==> src/rtl/touch_pressure_calc.sv <==
module touch_pressure_calc #(
  parameter int DW  = 12,
  parameter int RW  = 16,
  parameter int RSH = 12
) (
  input  logic          clk,
  input  logic          rst_n,
  input  logic          start_i,
  input  logic          pen_down_i,
  input  logic [DW-1:0] x_i,
  input  logic [DW-1:0] z1_i,
  input  logic [DW-1:0] z2_i,
  input  logic [RW-1:0] rplate_i,
  output logic [DW-1:0] pressure_o,
  output logic          valid_o,
  output logic          done_o
);
  localparam int PW   = 2*DW + RW;
  localparam int CW   = $clog2(PW);
  localparam int RND  = (1 << (RSH-1)) - 1;
  localparam int MAXV = (1 << DW) - 1;

  typedef enum logic [2:0] {S_IDLE, S_MUL, S_SCALE, S_DIV, S_FIN} st_t;
  st_t st;

  logic [DW-1:0]   x_r, z1_r, d_r, rem;
  logic [RW-1:0]   r_r;
  logic [2*DW-1:0] m1_r;
  logic [PW-1:0]   dvd;
  logic [CW-1:0]   cnt;

  wire reject = !pen_down_i || (z1_i == '0) || (z2_i == '0) || (z2_i < z1_i);

  wire [2*DW-1:0] m1     = (2*DW)'(d_r) * (2*DW)'(x_r);
  wire [PW-1:0]   m2     = PW'(m1_r) * PW'(r_r);
  wire [DW:0]     rem_sh = {rem, dvd[PW-1]};
  wire            ge     = rem_sh >= {1'b0, z1_r};
  wire [DW:0]     rem_n  = ge ? rem_sh - {1'b0, z1_r} : rem_sh;
  wire [PW:0]     rnd    = {1'b0, dvd} + (PW+1)'(RND);
  wire [PW:0]     zq     = rnd >> RSH;
  wire            in_rng = zq <= (PW+1)'(MAXV);

  always_ff @(posedge clk or negedge rst_n) begin
    if (!rst_n) begin
      st <= S_IDLE;
      x_r <= '0; z1_r <= '0; d_r <= '0; rem <= '0;
      r_r <= '0; m1_r <= '0; dvd <= '0; cnt <= '0;
      pressure_o <= '0; valid_o <= 1'b0; done_o <= 1'b0;
    end else begin
      done_o  <= 1'b0;
      valid_o <= 1'b0;
      case (st)
        S_IDLE: if (start_i) begin
          if (reject) begin
            done_o     <= 1'b1;
            pressure_o <= '0;
          end else begin
            x_r  <= x_i;
            z1_r <= z1_i;
            d_r  <= z2_i - z1_i;
            r_r  <= rplate_i;
            st   <= S_MUL;
          end
        end
        S_MUL: begin
          m1_r <= m1;
          st   <= S_SCALE;
        end
        S_SCALE: begin
          dvd <= m2;
          rem <= '0;
          cnt <= '0;
          st  <= S_DIV;
        end
        S_DIV: begin
          rem <= rem_n[DW-1:0];
          dvd <= {dvd[PW-2:0], ge};
          cnt <= cnt + 1'b1;
          if (cnt == CW'(PW-1)) st <= S_FIN;
        end
        S_FIN: begin
          done_o     <= 1'b1;
          valid_o    <= in_rng;
          pressure_o <= in_rng ? zq[DW-1:0] : '0;
          st         <= S_IDLE;
        end
        default: st <= S_IDLE;
      endcase
    end
  end


  rem_fit_chk: assert property (@(posedge clk) disable iff (!rst_n)
    (st == S_DIV) |-> (rem_n[DW] == 1'b0));


  pen_up_chk: assert property (@(posedge clk) disable iff (!rst_n)
    (start_i && st == S_IDLE && !pen_down_i) |=> (done_o && !valid_o));


  zero_rej_chk: assert property (@(posedge clk) disable iff (!rst_n)
    (start_i && st == S_IDLE && (z1_i == '0 || z2_i == '0)) |=> (done_o && !valid_o));


  neg_rej_chk: assert property (@(posedge clk) disable iff (!rst_n)
    (start_i && st == S_IDLE && z2_i < z1_i) |=> (done_o && !valid_o));


  rej_zero_chk: assert property (@(posedge clk) disable iff (!rst_n)
    (done_o && !valid_o) |-> (pressure_o == '0));


  valid_qual_chk: assert property (@(posedge clk) disable iff (!rst_n)
    valid_o |-> done_o);


  fin_done_chk: assert property (@(posedge clk) disable iff (!rst_n)
    (st == S_FIN) |=> done_o);


  busy_quiet_chk: assert property (@(posedge clk) disable iff (!rst_n)
    (st == S_MUL || st == S_SCALE || st == S_DIV) |=> !done_o);
endmodule

==> config.mk <==
export PLATFORM = sky130hd
export DESIGN_NAME = touch_pressure_calc
export DESIGN_NICKNAME = d
export VERILOG_FILES = /design/src/rtl/touch_pressure_calc.sv
export SDC_FILE = /design/constraint.sdc
export NUM_CORES = 2
export LEC_CHECK = 0
export CAP_MARGIN = 20
export CORE_ASPECT_RATIO = 1.75
export CORE_UTILIZATION = 60
export DETAILED_ROUTE_END_ITERATION = 12
export DONT_BUFFER_PORTS = 1
export PLACE_DENSITY = 0.76
export SLEW_MARGIN = 20
export SYNTH_ARGS = -nofsm -noshare
export SYNTH_HDL_FRONTEND = slang
export SYNTH_SLANG_ARGS = --single-unit
==> constraint.sdc <==
create_clock -name clk -period 15.6 [get_ports clk]
set_clock_uncertainty 0.15 [all_clocks]
set_input_delay 0.78 -clock clk [delete_from_list [all_inputs] [get_ports clk]]
set_output_delay 0.78 -clock clk [all_outputs]
set_load 0.05 [all_outputs]
==> run metrics <==
multiplexer share of the synthesized area=3.19%; per-instance average area after synthesis=8.93 um2; highest-count cells in the layout ignoring fill and taps=inv_1 (508), nand2_1 (459), fa_1 (408); required arrival time at the worst endpoint=15,770 ps; simple-gate share of the synthesized area=17.1%; number of buffers created by CTS=17; number of standard cells after synthesis=2,739; global-route usage over all layers=32.6%; average wire per cell in the routed design=20.2 um; achievable frequency=135 MHz; antenna violations before repair=7; fraction of layout instances using a drive strength above 1=2.90%; arrival time worst endpoint=7580 ps; M3 GR Usage=3.94%; post-detailed-placement half-perimeter wirelength=50.6 mm; net total in the final layout=3,306; root buffer cell=clkbuf_16; drc violations=0; worst-case reg-to-reg path depth=21; dominant combinational cell family by area after synthesis=adder cells; Die Area=41,600 um2; multi-input gate area in the final layout=18,300 um2; Total Power=2.93 mW; dominant cells by area after synthesis=fa_1 (33%), dfrtp_1 (15%), ha_1 (10%), inv_1 (7.8%), nand2_1 (7.0%); post-route minimum period=7410 ps; outcome=complete, no violations; headroom to the max-slew limit=28.4%; worst-path cell chain=nand2_1 -> fa_1 -> inv_1 -> fa_1 -> fa_1 -> fa_1 -> fa_1 -> inv_1 -> fa_1 -> inv_1 -> ha_1 -> a21oi_1 -> nand4b_1 -> or2_1 -> o41ai_1 -> a21oi_1 -> a311oi_1 -> o31ai_1 -> a21oi_1 -> mux2i_1 -> o211ai_1; post-synthesis compound-gate area fraction=8.00%; setup repair after global routing missed its margin=false; initial core utilization=61.1%; type of the worst setup path=reg2reg; Yosys warning total=0; number of global-route vias before repair=20,400; Most used DFF post-synth=dfrtp_1; Pre-antenna DRT Iters=5; Synth Area in XOR/XNOR=2.86%; CTS hold repair buffers=1; count of input and output buffers=0; net count after synthesis=3,402; wire length of the first global-routing pass=103 mm; post-synthesis share of cell area spent on full adders, half adders and majority gates=43.6%; number of levels the H-tree was split into=4; most frequent standard cell in the layout excluding fill and tap cells=inv_1; sum of overflow across all layers after global routing=0; peak per-stage delay on the critical path=1050 ps; hold violation total from the final report=0; number of nets with antenna violations after detailed routing=0; die span in y=269 um; sort of element at the end of the critical path=flip-flop; Slew @ Worst Pin=1070 ps; termination of the worst setup path=dvd[39]$_DFFE_PN0P_; area growth from synthesis to final layout=3.35%; Core ar.=40,100 um2; startpoint kind of the worst setup timing path=flip-flop; leakage power=13.0 nW; worst hold path type=in2async; setup-violating endpoint count in the final report=0; power per cell area=116 nW/um2; number of violations of the max-capacitance limit=0; Post-synth EDFFs=0; Final Routed Wirelength=63.8 mm; number of resized instances in the post-cts repair step=0; sequential cell area fraction in the yosys report=15.4%; number of DRC markers in iteration 0=951; cell type with the highest occurrence count on the critical path=fa_1; worst r2r src=r_r[7]$_DFFE_PN0P_; post-synth design cell area=24,500 um2; number of placed I/O pins=70; clock network latency to the later pin of the worst-skew pair=460 ps; final worst-path cycle share=47.5%; reg2reg end=dvd[39]$_DFFE_PN0P_; worst setup path startpoint=r_r[7]$_DFFE_PN0P_; share of Yosys cell area claimed by the top area cell type=33.4%; post-synth cell types=67; clock tree buffer depth=2; number of fillers in the final layout=3,396; setup TNS=0 ps; width of the die=155 um; fraction of met1 tracks used by global routing=33.1%; Routability Congestion=0.949; total of flip-flops plus latches after synthesis=151; final max-slew violation count=0; area taken by flip-flops and latches=3780 um2; fraction of synthesis flops using an asynchronous set or reset pin=100%; buffer count from post-CTS setup fixing=0; Peak VDD IR=0.101 mV; number of rows in the core area=97; routing layer with the top usage in global route=met2; CP max FO=25; reg-to-reg setup timing slack=8190 ps; number of vias per cell after detailed routing=5.87; cell taking the most area after synthesis=fa_1; Worst-path clk slew=80 ps; critical path's slowest cell=dfrtp_1; met2 demand-to-capacity share in global routing=59.8%; pin count of the biggest net entering global routing=152; CTS tree=built; sink count of the clock tree=151; total via count in the routed design=18,500
kinds of logic (layout without fill, tap and decap cells):
| kind of cell | Yosys count | after routing |
|---|---|---|
| AOI/OAI and AO/OA | 316 | 316 |
| xor gates and xnor gates | 80 | 80 |
| adders and majority gates | 607 | 607 |
| buffers and inverters | 635 | 550 |
| DFF | 151 | 151 |
| muxes | 72 | 72 |
| other | 0 | 6 |
| and+or+nand+nor | 878 | 878 |
area by class of cell:
type | count | area share, %
Multi-Input combinational cell | 1953 | 72.3
Sequential cell | 151 | 15.0
Inverter | 508 | 7.54
Tap cell | 495 | 2.45
Clock buffer | 19 | 1.75
Clock inverter | 11 | 0.495
Timing Repair Buffer | 12 | 0.436
Antenna cell | 6 | 0.0594
routing by layer:
layer  vias to the layer above  routed length, um
met3                       277               2730
met4                         2               5270
met2                       649              34900
li1                       8283                  -
met1                      9322              20900
met5                         -                 16
per-stage QoR:
stage,hold WS (ps),cells,area [um2],worst slack (ps),utilization (%)
floorplan,316,2739,24500,9230,-
global placement,329,3117,24700,8470,61.6
detailed placement,340,3117,24700,8430,61.6
CTS,206,3148,25300,8390,63.1
global route,239,3154,25300,7840,63.1
finish,147,3155,25300,8190,63.1
sequential cells by signal (all words and copies together), names as in the netlist:
name / cells
cnt: 6
d_r: 12
done_o: 1
dvd: 40
m1_r: 24
pressure_o: 12
r_r: 16
rem: 12
st: 3
valid_o: 1
x_r: 12
z1_r: 12
critical path: cells and delay by family (launching register included):
family,cells,cell delay [ps]
adder cells (fa/ha/maj),7,3650
AO/OA/AOI/OAI,7,1410
flip-flops,1,1050
AND/OR/NAND/NOR,3,600
multiplexers,1,200
buffers and inverters,3,190
cells in the mapped netlist, drive strengths merged (3+ instances only):
library cell  count
inv             508
nand2           459
fa              408
and2            205
ha              199
dfrtp           151
clkbuf          114
o21ai           108
a21oi            77
nor2             64
mux2             47
xnor2            45
a21o             41
nand3            38
xor2             35
nor3             27
mux2i            25
nor4             16
and3             14
a22o             13
buf              13
nor2b            13
o21a             12
a31oi            11
nand4            10
o31ai            10
nand2b            8
or3               7
a211o             5
a211oi            5
o21bai            5
or2               5
a21boi            4
and4              4
nor3b             4
o22ai             4
a311o             3
o211ai            3
worst min-delay path by stage:
stage	depth (start not counted)	slack (ps)	endpoint
6_report	1	150	r_r[7]$_DFFE_PN0P_
5_1_grt	1	240	r_r[7]$_DFFE_PN0P_
4_1_cts	1	210	r_r[7]$_DFFE_PN0P_
3_5_place_dp	0	340	m1_r[16]$_DFFE_PN0P_
3_3_place_gp	2	330	cnt[1]$_DFFE_PN0P_
2_1_floorplan	2	320	cnt[1]$_DFFE_PN0P_
power breakdown:
| group | internal, mW | switching [mW] |
|---|---|---|
| clock network | 0.239 | 0.184 |
| registers | 0.510 | 0.317 |
| logic | 0.681 | 1.00 |
| total | 1.43 | 1.50 |
Power figures use the tool's default switching activity.
